### src/rtl/h2s_pkg.sv
package h2s_pkg;
  localparam int HALF_EW   = 5;
  localparam int HALF_MW   = 10;
  localparam int SGL_EW    = 8;
  localparam int SGL_MW    = 23;
  localparam int HALF_W    = 1 + HALF_EW + HALF_MW;
  localparam int SGL_W     = 1 + SGL_EW + SGL_MW;
  localparam int HALF_BIAS = (1 << (HALF_EW - 1)) - 1;
  localparam int SGL_BIAS  = (1 << (SGL_EW - 1)) - 1;
  localparam int EXP_ADJ   = SGL_BIAS - HALF_BIAS;
  localparam int MAN_PAD   = SGL_MW - HALF_MW;
  localparam int LZ_W      = $clog2(HALF_MW + 1);

  typedef struct packed {
    logic loadEn;
    logic clearAll;
  } ctrlStrobe_t;

  typedef enum logic [1:0] {
    CLS_ZERO    = 2'd0,
    CLS_SUBNORM = 2'd1,
    CLS_NORMAL  = 2'd2,
    CLS_SPECIAL = 2'd3
  } halfClass_t;
endpackage

### src/rtl/h2s_lzc.sv
module h2s_lzc #(
  parameter int WIDTH = h2s_pkg::HALF_MW,
  localparam int CW = $clog2(WIDTH + 1)
) (
  input  logic [WIDTH-1:0] vecIn,
  output logic [CW-1:0]    zeroCount
);
  // Per-bit candidate counts; the highest set bit wins.
  logic [CW-1:0] candidate [WIDTH];

  genvar g;
  generate
    for (g = 0; g < WIDTH; g++) begin : g_cand
      assign candidate[g] = CW'(WIDTH - 1 - g);
    end
  endgenerate

  always_comb begin
    zeroCount = CW'(WIDTH);
    for (int i = 0; i < WIDTH; i++) begin
      if (vecIn[i]) zeroCount = candidate[i];
    end
  end
endmodule

### src/rtl/h2s_ctrl.sv
module h2s_ctrl (
  input  logic                 clk,
  input  logic                 rst,
  input  logic                 inValid,
  output h2s_pkg::ctrlStrobe_t strobes,
  output logic                 outValid
);
  always_comb begin
    strobes.clearAll = rst;
    strobes.loadEn   = inValid & ~rst;
  end

  always_ff @(posedge clk) begin
    if (rst) outValid <= 1'b0;
    else     outValid <= inValid;
  end
endmodule

### src/rtl/h2s_datapath.sv
module h2s_datapath
  import h2s_pkg::*;
#(
  parameter int HEW = HALF_EW,
  parameter int HMW = HALF_MW,
  parameter int SEW = SGL_EW,
  parameter int SMW = SGL_MW,
  localparam int HW   = 1 + HEW + HMW,
  localparam int SW   = 1 + SEW + SMW,
  localparam int PAD  = SMW - HMW,
  localparam int ADJ  = ((1 << (SEW - 1)) - 1) - ((1 << (HEW - 1)) - 1),
  localparam int CW   = $clog2(HMW + 1)
) (
  input  logic          clk,
  input  ctrlStrobe_t   strobes,
  input  logic [HW-1:0] inWord,
  output logic [SW-1:0] outWord
);
  logic           sgn;
  logic [HEW-1:0] hExp;
  logic [HMW-1:0] hMan;
  logic [CW-1:0]  lzCount;
  logic [HMW-1:0] subMan;
  logic [SEW-1:0] subExp;
  logic [SEW-1:0] normExp;
  logic [SMW-1:0] nanMan;
  halfClass_t     cls;
  logic [SW-1:0]  nextWord;

  assign sgn  = inWord[HW-1];
  assign hExp = inWord[HW-2 -: HEW];
  assign hMan = inWord[HMW-1:0];

  h2s_lzc #(.WIDTH(HMW)) lzc_i (
    .vecIn     (hMan),
    .zeroCount (lzCount)
  );

  always_comb begin
    if (hExp == {HEW{1'b1}})  cls = CLS_SPECIAL;
    else if (hExp != '0)      cls = CLS_NORMAL;
    else if (hMan != '0)      cls = CLS_SUBNORM;
    else                      cls = CLS_ZERO;
  end

  // The leading one shifts out of the top, leaving the fraction.
  assign subMan  = HMW'(hMan << (lzCount + 1'b1));
  assign subExp  = SEW'(ADJ) - SEW'(lzCount);
  assign normExp = SEW'(hExp) + SEW'(ADJ);
  assign nanMan  = {hMan, {PAD{1'b0}}} | {1'b1, {(SMW-1){1'b0}}};

  always_comb begin
    unique case (cls)
      CLS_ZERO:    nextWord = {sgn, {(SW-1){1'b0}}};
      CLS_SUBNORM: nextWord = {sgn, subExp, subMan, {PAD{1'b0}}};
      CLS_NORMAL:  nextWord = {sgn, normExp, hMan, {PAD{1'b0}}};
      default: begin
        if (hMan == '0) nextWord = {sgn, {SEW{1'b1}}, {SMW{1'b0}}};
        else            nextWord = {sgn, {SEW{1'b1}}, nanMan};
      end
    endcase
  end

  always_ff @(posedge clk) begin
    if (strobes.clearAll)    outWord <= '0;
    else if (strobes.loadEn) outWord <= nextWord;
  end
endmodule

### src/rtl/h2s_widen.sv
module h2s_widen
  import h2s_pkg::*;
(
  input  logic              clk,
  input  logic              rst,
  input  logic              inValid,
  input  logic [HALF_W-1:0] inWord,
  output logic              outValid,
  output logic [SGL_W-1:0]  outWord
);
  ctrlStrobe_t strobes;

  h2s_ctrl ctrl_i (
    .clk      (clk),
    .rst      (rst),
    .inValid  (inValid),
    .strobes  (strobes),
    .outValid (outValid)
  );

  h2s_datapath dp_i (
    .clk     (clk),
    .strobes (strobes),
    .inWord  (inWord),
    .outWord (outWord)
  );
endmodule

### config.mk
export PLATFORM = sky130hd
export DESIGN_NAME = h2s_widen
export DESIGN_NICKNAME = d
export VERILOG_FILES = /design/src/rtl/h2s_pkg.sv /design/src/rtl/h2s_lzc.sv /design/src/rtl/h2s_ctrl.sv /design/src/rtl/h2s_datapath.sv /design/src/rtl/h2s_widen.sv
export SDC_FILE = /design/constraint.sdc
export NUM_CORES = 1
export LEC_CHECK = 0
export BUFFER_PORTS_ARGS = -buffer_cell sky130_fd_sc_hd__buf_2
export CORE_UTILIZATION = 35
export CTS_BUF_LIST = sky130_fd_sc_hd__clkbuf_8
export DETAILED_ROUTE_END_ITERATION = 10
export PLACE_DENSITY_LB_ADDON = 0.08
export SLEW_MARGIN = 20
export SYNTH_ARGS = -nofsm -noshare
export SYNTH_HDL_FRONTEND = slang
export SYNTH_SLANG_ARGS = --single-unit
export TNS_END_PERCENT = 50
### constraint.sdc
create_clock -name clk -period 3.53 [get_ports clk]
set_input_delay 0.353 -clock clk [delete_from_list [all_inputs] [get_ports clk]]
set_output_delay 0.353 -clock clk [all_outputs]
set_load 0.02 [all_outputs]
# == After elaboration in Yosys (flattened, before gate mapping) ==
# Cells that the tools add are included.
# word_totals
register_bits,33
output_inout_bits,33
word_cells,30
# op_classes
add_sub_neg,3
n_eq_ne,3
n_shift,1
mux,15
bitwise,2
n_reduce_logical,4
# ops
op,n
$pmux W31 S3,1
$mux W4,9
$mux W23,1
$logic_not A10 Y1,1
$reduce_bool A10 Y1,1
$shl A10 B4 Y10,1
$add A5 B7 Y8 const B,1
$sub A7 B4 Y8 const A,1
$mux W2,3
$eq A5 B5 Y1 const B,1
$reduce_bool A5 Y1,1
$add A4 B1 Y4 const B,1
$eq A2 B1 Y1 const B,1
$eq A2 B2 Y1 const B,1
$logic_not A2 Y1,1
$and A1 B1 Y1,1
$mux W1,1
$not A1 Y1,1

# == Depth between registers and ports, before layout ==
# Gate-level depths: netlist of the first run.
# logic_depth
ltp_word,13
ltp_mapped,12
ltp_nobuf,9

# == By module ==
# A second synthesis of the first run with hierarchy kept.
# unflattened
cells_unflattened,189
area_unflattened_um2,1564.0
# by_module_without_submodules
module,instances,cells_per_inst,area_each_um2,seq_area_each_um2
h2s_datapath,1,168,1426.4,360.3
h2s_lzc,1,17,97.6,0.0
h2s_ctrl,1,4,40.0,20.0

# == Worst setup path before layout of the first run ==
# Ideal clock, no wire load.
# synth_path
path_kind,input to register
start,input inWord[0]
end,register dp_i.outWord[19]
t_arrival_ps,2489
t_required_ps,3449
setup_slack_ps,960
stages,12
cell_sequence,clkbuf_1 -> nor2_1 -> o31ai_1 -> a211oi_1 -> ha_1 -> clkbuf_1 -> nor3_1 -> or2_1 -> buf_6 -> a31oi_1 -> o2111ai_1 -> a41oi_1
# synth_via
elab_chain_cells,13
# synth_lines
element,line,source
"start, declared",h2s_widen.sv:7,"input logic [HALF_W-1:0] inWord,"
$mux W2,h2s_lzc.sv:21,if (vecIn[i]) zeroCount = candidate[i];
$mux W4 (9 in series),h2s_lzc.sv:21,
$add A4 B1 Y4,h2s_datapath.sv:47,assign subMan = HMW'(hMan << (lzCount + 1'b1));
$shl A10 B4 Y10,h2s_datapath.sv:47,
$pmux W31 S3 (*),h2s_datapath.sv:53,unique case (cls)
"end signal, assigned",h2s_datapath.sv:66,else if (strobes.loadEn) outWord <= nextWord;
"end, declared",h2s_datapath.sv:17,output logic [SW-1:0] outWord
# Every way passes the cells marked *; elsewhere a longest branch is shown, timed or not.
# A chain may end at the register's enable or synchronous reset.

# == Final worst setup path of the first run ==
# layout_path
start,input inWord[7]
end,register dp_i.outWord[21]
# layout_via
elab_chain_cells,6
# layout_lines
element,line
$mux W4 / $reduce_bool A10 Y1 (equally long branches),"h2s_lzc.sv:21, h2s_datapath.sv:42"
$mux W4 / $mux W1 (equally long branches),"h2s_lzc.sv:21, h2s_datapath.sv:42"
$mux W4 / $mux W2 (equally long branches),"h2s_lzc.sv:21, h2s_datapath.sv:41"
$add A4 B1 Y4 / $mux W2 (equally long branches),"h2s_datapath.sv:47, h2s_datapath.sv:40"
$shl A10 B4 Y10 (tied with other cells),h2s_datapath.sv:47
$pmux W31 S3 (*),h2s_datapath.sv:53
# Marked as above.

==> results of run 1 <==
## sequential cells by signal, indices dropped and copies added, names as in the netlist
signal and cells:
ctrl_i.outValid 1, dp_i.outWord 18
## worst min-delay path: cells and delay by family
kind	cells	cell delay [ns]
simple gates	1	0.07
buf+inv	1	0.08
mux	1	0.05
## area by class of cell
class                           count  area, sq um  area share
Clock buffer                        3         41.3      0.0227
Timing Repair Buffer               41          213       0.117
Inverter                           10         37.5      0.0206
Sequential cell                    19          380       0.209
Clock inverter                      1         3.75     0.00206
Multi-Input combinational cell    177         1080       0.593
Tap cell                           52         65.1      0.0357
## layer usage
| metal | vias up | wire, um | track usage |
|---|---|---|---|
| met5 | - | 0 | 0 |
| met4 | 0 | 47 | 0.0467 |
| met3 | 4 | 300 | 0.0313 |
| met2 | 69 | 1980 | 0.282 |
| met1 | 790 | 2310 | 0.286 |
| li1 | 857 | - | - |
## path summary, 6_finish.rpt
kind / startpoint / endpoint / slack (ns) / depth (start not counted)
max: inWord[7] / dp_i.outWord[21]$_SDFFE_PP0P_ / 0.88 / 10
min: inWord[15] / dp_i.outWord[31]$_SDFFE_PP0P_ / 0.34 / 3
max reg2reg: dp_i.outWord[19]$_SDFFE_PP0P_ / dp_i.outWord[19]$_SDFFE_PP0P_ / 2.65 / 3
min reg2reg: dp_i.outWord[13]$_SDFFE_PP0P_ / dp_i.outWord[13]$_SDFFE_PP0P_ / 0.47 / 2
## power by group through the flow
stage,logic (mW),clock network [mW],registers [mW]
5_1_grt,0.218,0.161,0.238
3_5_place_dp,0.197,0,0.241
4_1_cts,0.198,0.154,0.236
6_report,0.200,0.146,0.236
2_1_floorplan,0.137,0,0.261
3_3_place_gp,0.199,0,0.241
## cell families after synthesis
group / Yosys count / synth area share
fa+ha+maj: 2 / 0.0151
mux: 5 / 0.0399
xor+xnor: 1 / 0.00528
flops: 19 / 0.229
compound gates: 69 / 0.308
simple gates: 87 / 0.252
buf+inv: 43 / 0.148
other cells: 1 / 0.00226
## cells in the final DEF (no fill, tap or decap), types with 5 or more instances in the layout
cell type | synthesis | routed
nand3_1 | 7 | 7
nor3_1 | 9 | 9
nor2_1 | 32 | 32
nand2b_1 | 6 | 6
a31oi_1 | 5 | 5
o21ai_0 | 9 | 9
conb_1 | 1 | 13
dfxtp_1 | 19 | 19
buf_2 | 1 | 38
a211oi_1 | 15 | 15
inv_1 | 10 | 11
nand2_1 | 13 | 13
a21oi_1 | 7 | 7
==> metrics.md, run 1 <==
| Metric | Value |
|---|---|
| Worst Slack Setup Final | between 0.8 and 0.9 ns |
| Clock tree from TritonCTS | done |
| Antenna violations before repair | 0 |
| Post-layout instance count excluding filler cells | around 300 |
| Depth of the CTS H-tree | 1 |
| Mapped Avg Cell Area | about 7.3 sq um |
| Final Net Count | 273 |
| Part of the cycle the worst path needs | 0.750 |
| Total routing resource utilization after global routing | 0.190 |
| Number of buffers created by CTS | 3 |
| Count of warnings emitted by yosys | 0 |
| Number of enable flip-flop cells after synthesis | 0 |
| Setup TNS | 0 ns |
| Total net switching power | 0.207 mW |
| Buffer type at the clock tree root | clkbuf_8 |
| Maximum number of pins on one net before global-route repair | 36 |
| Total power density per cell area | roughly 320 nW/um^2 |
| Clock-pin transition on the worst setup and hold timing paths | about 0.07 ns |
| Total DRC errors in the routed layout | 6 |
| Fraction of power spent switching nets | 0.356 |
| Worst IR Drop VDD | approximately 0.00021 V |
| Horizontal die dimension | ~70 um |
| Number of global-route vias before repair | 1564 |
| Share of async-settable or async-resettable flops after synthesis | 0 |
| Most common cell in the netlist | nor2_1 |
| Biggest cell delay along the critical path | about 0.38 ns |
| Sequential-to-total area share from yosys stat | 0.229 |
| Required time reported for the critical path endpoint | 3.68 ns |
| Cell area reported after detailed placement | 1780 sq um |
| Area added between synthesis and finish | 9.65% |
| Ant diodes | 0 |
| Number of gates resized after CTS | 0 |
| IO Pins | 52 |
| Gate Count Post-Synth | 227 |
| Cell type group with the largest total delay on the critical path | simple AND/OR/NAND/NOR gates |
| Clock latency on the worst-skew pair | 0.25 ns |
| Deepest clock path buffer count | 2 |
| Max FO, Critical Path | 9 |
| Final RePlAce weighted congestion | just over 0.9 |
| Filler cell count | around 510 |
| Max-Slew Margin vs Limit | 0.591 |
| Final antenna-violating net count | 0 |
| Global-route congestion overflow total | 0 |
| Clk pwr share | 0.251 |
| Area of all placed cells without fillers | 1820 sq um |
| Area of the mapped netlist | 1660 sq um |
| # rows | 24 |
| Cell count after placement | between 200 and 300 |
| HPWL after detailed placement | 3.45 mm |
| First-pass GRT wire length | roughly 7.7 mm |
| Cell with the biggest individual delay on the critical path | nor2b_1 |
| Via-to-Cell Ratio | 5.68 |
| WL/cell | 15.3 um |
| Post-Route Utilization | 0.410 |
| Total count of max-transition violations in the final report | 0 |
| Post-CTS setup buffer count | 0 |
| Wire length after detailed routing | roughly 4.6 mm |
| Area fraction of the dominant cell type after synthesis | 0.229 |
| Min Clock Period, post-route | 2.65 ns |
| Slew at the pin with the worst max-slew slack | 0.614 ns |
| Worst setup slack before clock tree synthesis | ~0.66 ns |
| Timing-limited maximum frequency | approximately 0.38 GHz |
| Number of I/O port buffers | 38 |
| Leakage | a little over 0.8 nW |
| Drt pass-1 iters | 7 |
| Violations in the final reports | design-rule violations |
| Die Y-Extent | about 71 um |
| Area of the placeable core | approximately 4400 sq um |
| Power, Total | 0.582 mW |
| Number of vias in the routed layout | ~1.7k |
| Hold-fix buffers at CTS | 0 |
| Number of max-cap violations | 0 |
| Fraction of final layout cells with drive strength greater than 1 | 0.203 |
| Count of state elements after synthesis | 19 |
| Largest cells by area after synthesis | dfxtp_1, nor2_1, a211oi_1 |
| Ordered list of cells on the worst path | buf_2, nor2b_1, a211o_1, nand2_1, ha_1, nor3_1, or2_1, a211oi_1, a311o_1, o211a_1 |
| Worst-case hold slack | 0.336 ns |
| RSZ-0062 raised after global routing | false |
| Bufs and invs on worst path | 1 |
| Hold violation total from the final report | 0 |
| Setup Skew | 0 ns |
| Number of distinct library cells after synthesis | 55 |
| Internal Power | between 0.3 and 0.4 mW |
| Part of the total power dissipated in combinational logic | 0.343 |
| Hold WC Path Type | in -> reg |
| Initial core utilization | 0.374 |
| Top cell type by total area after synthesis | dfxtp_1 |
| Main synth FF type | dfxtp_1 |
| # clock sinks | 19 |
| Final setup fails | 0 |
| Power share of the sequential group | 0.406 |
| Type of element launching the critical path | input pin |
| WP data arrival | about 2.8 ns |
| Crit Path Category | in -> reg |
| Critical Path Sink Type | flip-flop |
| Status | finished with violations |
| Die Outline Area | approximately 5000 sq um |
| Ranking of synthesized cells by instance count | nor2_1, dfxtp_1, a211oi_1 |
| Starting DRC count in detailed routing | 94 |
Note: power is estimated with default switching activity, not from simulation.
==> inputs of run 2 (changes only) <==
Clock period 3.53 ns to 2.2 ns, I/O delays scaled along.
==> run 2 against run 1 <==
Compared with the run above:
- the run now ends clean
- global-route usage is 1.3 points higher
- sequential share of layout area is 2.4 points lower
- cell area is 13% higher
- critical path type unchanged
- routed wire length is 4.7% higher
- clock power is 67% higher
==> metrics.md, run 2 (synthesis gave the netlist of run 1 again) <==
| Metric | Value |
|---|---|
| Worst setup slack before clock tree synthesis | -0.198 ns (-0.862 ns) |
| Part of the cycle the worst path needs | 0.912 |
| Number of max-cap violations | 0 (unchanged) |
| Clock tree from TritonCTS | done |
| Antenna violations before repair | 0 (unchanged) |
| Hold-fix buffers at CTS | 0 (unchanged) |
| Area of combinational cells with multiple inputs | 1110 sq um (+2.7%) |
| Sequential cell area | 380 sq um (unchanged) |
| Number of vias in the routed layout | 1785 (+3.8%) |
| Deepest clock path buffer count | 2 (unchanged) |
| Flip-flop count of the largest register after layout | 18 (unchanged) |
| Clock latency on the worst-skew pair | 0.25 ns (about the same) |
| # clock sinks | 19 (unchanged) |
| Min Clock Period, post-route | approximately 2 ns |
| Status | finished clean |
| Fraction of power spent switching nets | 0.354 (-0.00194) |
| Global-route congestion overflow total | 0 (unchanged) |
| Timing-limited maximum frequency | around 0.50 GHz |
| Ordered list of cells on the worst path | buf_2, nor4_2, o21ai_1, nand2_2, ha_2, o21ai_1, or2_1, a211o_1, a211oi_1 |
| Post-CTS setup buffer count | 0 (unchanged) |
| Met3 capacity usage during global routing | 0.0470 (+0.0157) |
| Part of the total power dissipated in combinational logic | 0.370 (+0.027) |
| Final setup fails | 0 (unchanged) |
| Ant diodes | 0 (unchanged) |
| Area added between synthesis and finish | 24.1% |
| Starting DRC count in detailed routing | 121 (+29%) |
| Fraction of final layout cells with drive strength greater than 1 | 0.315 (+0.112) |
| Wire length after detailed routing | 4.86 mm (+4.7%) |
| Number of I/O port buffers | 38 (unchanged) |
| Leakage | 0.949 nW (+17%) |
| Required time reported for the critical path endpoint | 2.36 ns (-1.32 ns) |
| Buffer type at the clock tree root | clkbuf_8 |
| Area of all placed cells without fillers | 2060 sq um (+13%) |
| Final Net Count | 301 (+10%) |
| Final antenna-violating net count | 0 (unchanged) |
| Total power density per cell area | 479 nW/um^2 (+50%) |
| Post-Route Utilization | 0.464 (+0.0541) |
| HPWL after detailed placement | 3.83 mm (+11%) |
| Type of element launching the critical path | input pin |
| Final RePlAce weighted congestion | 0.894 (-3.5%) |
| Hold violation total from the final report | 0 (unchanged) |
| Total net switching power | 0.350 mW (+69%) |
| Cell with the biggest individual delay on the critical path | nor4_2 |
| Number of global-route vias before repair | 1668 (+6.6%) |
| WL/cell | 14.7 um (-4.2%) |
| Critical path's most frequent cell | o21ai_1 |
| Met1 track utilization from global routing | 0.300 (+0.0141) |
| Power share of the sequential group | 0.383 (-0.023) |
| Critical Path Sink Type | flip-flop |
| Total DRC errors in the routed layout | 0 (-6) |
| First-pass GRT wire length | 8.23 mm (+6.7%) |
| # rows | 24 (unchanged) |
| Hold WC Path Type | in -> reg |
| Internal Power | 0.638 mW (+70%) |
| Post-layout instance count excluding filler cells | 331 (+9.2%) |
| Cell area reported after detailed placement | 2000 sq um (+13%) |
| Leading cell types in the layout, fill and taps excluded | buf_2, nor2_1, buf_4 |
| Total count of max-transition violations in the final report | 0 (unchanged) |
| Horizontal die dimension | 70.9 um (unchanged) |
| Global routing's busiest layer | met1 |
| IO Pins | 52 (unchanged) |
| WP data arrival | 2.17 ns (-0.62 ns) |
| Crit Path Category | in -> reg |
| Worst-case hold slack | 0.200 ns (-0.136 ns) |
| Die Outline Area | 5020 sq um (unchanged) |
| RSZ-0062 raised after global routing | false |
| Via-to-Cell Ratio | 5.39 (-5.0%) |
| Setup TNS | 0 ns (unchanged) |
| Met2 usage in global routing | 0.298 (+0.0160) |
| Biggest cell delay along the critical path | 0.33 ns (-0.05 ns) |
| Clk pwr share | 0.247 (-0.004) |
| Register name with the most flops | dp_i.outWord |
| Clock-pin transition on the worst setup and hold timing paths | 0.07 ns (about the same) |
| Setup Skew | 0 ns (unchanged) |
| Filler cell count | 468 (-7.9%) |
| Depth of the CTS H-tree | 1 (unchanged) |
| Die Y-Extent | 70.9 um (unchanged) |
| Worst Slack Setup Final | 0.193 ns (-0.691 ns) |
| Cell count after placement | 327 (+9.4%) |
| Power, Total | 0.988 mW (+70%) |
| Number of gates resized after CTS | 0 (unchanged) |
| Most frequent standard cell in the layout excluding fill and tap cells | buf_2 |
| Area of the placeable core | 4440 sq um (unchanged) |
| Number of buffers created by CTS | 3 (unchanged) |
| Initial core utilization | 0.374 (unchanged) |
| Largest registers | dp_i.outWord: 18 flops, ctrl_i.outValid: 1 flops |
| Worst IR Drop VDD | 0.000264 V (+27%) |
| Total routing resource utilization after global routing | 0.203 (+0.0130) |
| Max FO, Critical Path | 8 (-1) |
| Maximum number of pins on one net before global-route repair | 24 (-33%) |
| Drt pass-1 iters | 6 (-1) |
[run 2: cell count changes in the layout (fill, tap and decap cells not counted), sizes merged]
cell	change
inv	-1
buf	+28
clkinv	+1
[run 2: final timing paths]
path | from | end | slack, ns | cells past startpoint
worst min register to register | dp_i.outWord[13]$_SDFFE_PP0P_ | dp_i.outWord[13]$_SDFFE_PP0P_ | 0.47 | 2
worst max register to register | dp_i.outWord[19]$_SDFFE_PP0P_ | dp_i.outWord[19]$_SDFFE_PP0P_ | 1.33 | 3
worst max-delay path | inWord[7] | dp_i.outWord[15]$_SDFFE_PP0P_ | 0.19 | 9
worst min-delay path | inWord[15] | dp_i.outWord[31]$_SDFFE_PP0P_ | 0.20 | 3
[run 2: area by class of cell]
| class | instances | share of cell area |
|---|---|---|
| Clock inverter | 1 | 0.00243 |
| Multi-Input combinational cell | 177 | 0.538 |
| Inverter | 10 | 0.0182 |
| Clock buffer | 3 | 0.0200 |
| Tap cell | 52 | 0.0316 |
| Sequential cell | 19 | 0.185 |
| Timing Repair Buffer | 69 | 0.205 |
[run 2: routing by layer]
layer | part of all wire | vias up
met2 | 0.43 | 60
met3 | 0.053 | 8
li1 | - | 914
met1 | 0.50 | 803
met5 | 0 | -
met4 | 0.015 | 0
[run 2: critical path: cells and delay by family]
| kind | cells | cell delay (ns) |
|---|---|---|
| AO/OA/AOI/OAI | 4 | 0.84 |
| AND/OR/NAND/NOR | 3 | 0.73 |
| buffers and inverters | 1 | 0.13 |
| adder cells (fa/ha/maj) | 1 | 0.26 |
[run 2: power by group through the flow]
| stage | clock [mW] | combinational (mW) | sequential [mW] |
|---|---|---|---|
| floorplan | 0 | 0.223 | 0.418 |
| global placement | 0 | 0.364 | 0.386 |
| detailed placement | 0 | 0.360 | 0.387 |
| CTS | 0.252 | 0.361 | 0.379 |
| global route | 0.262 | 0.401 | 0.382 |
| finish | 0.244 | 0.365 | 0.379 |
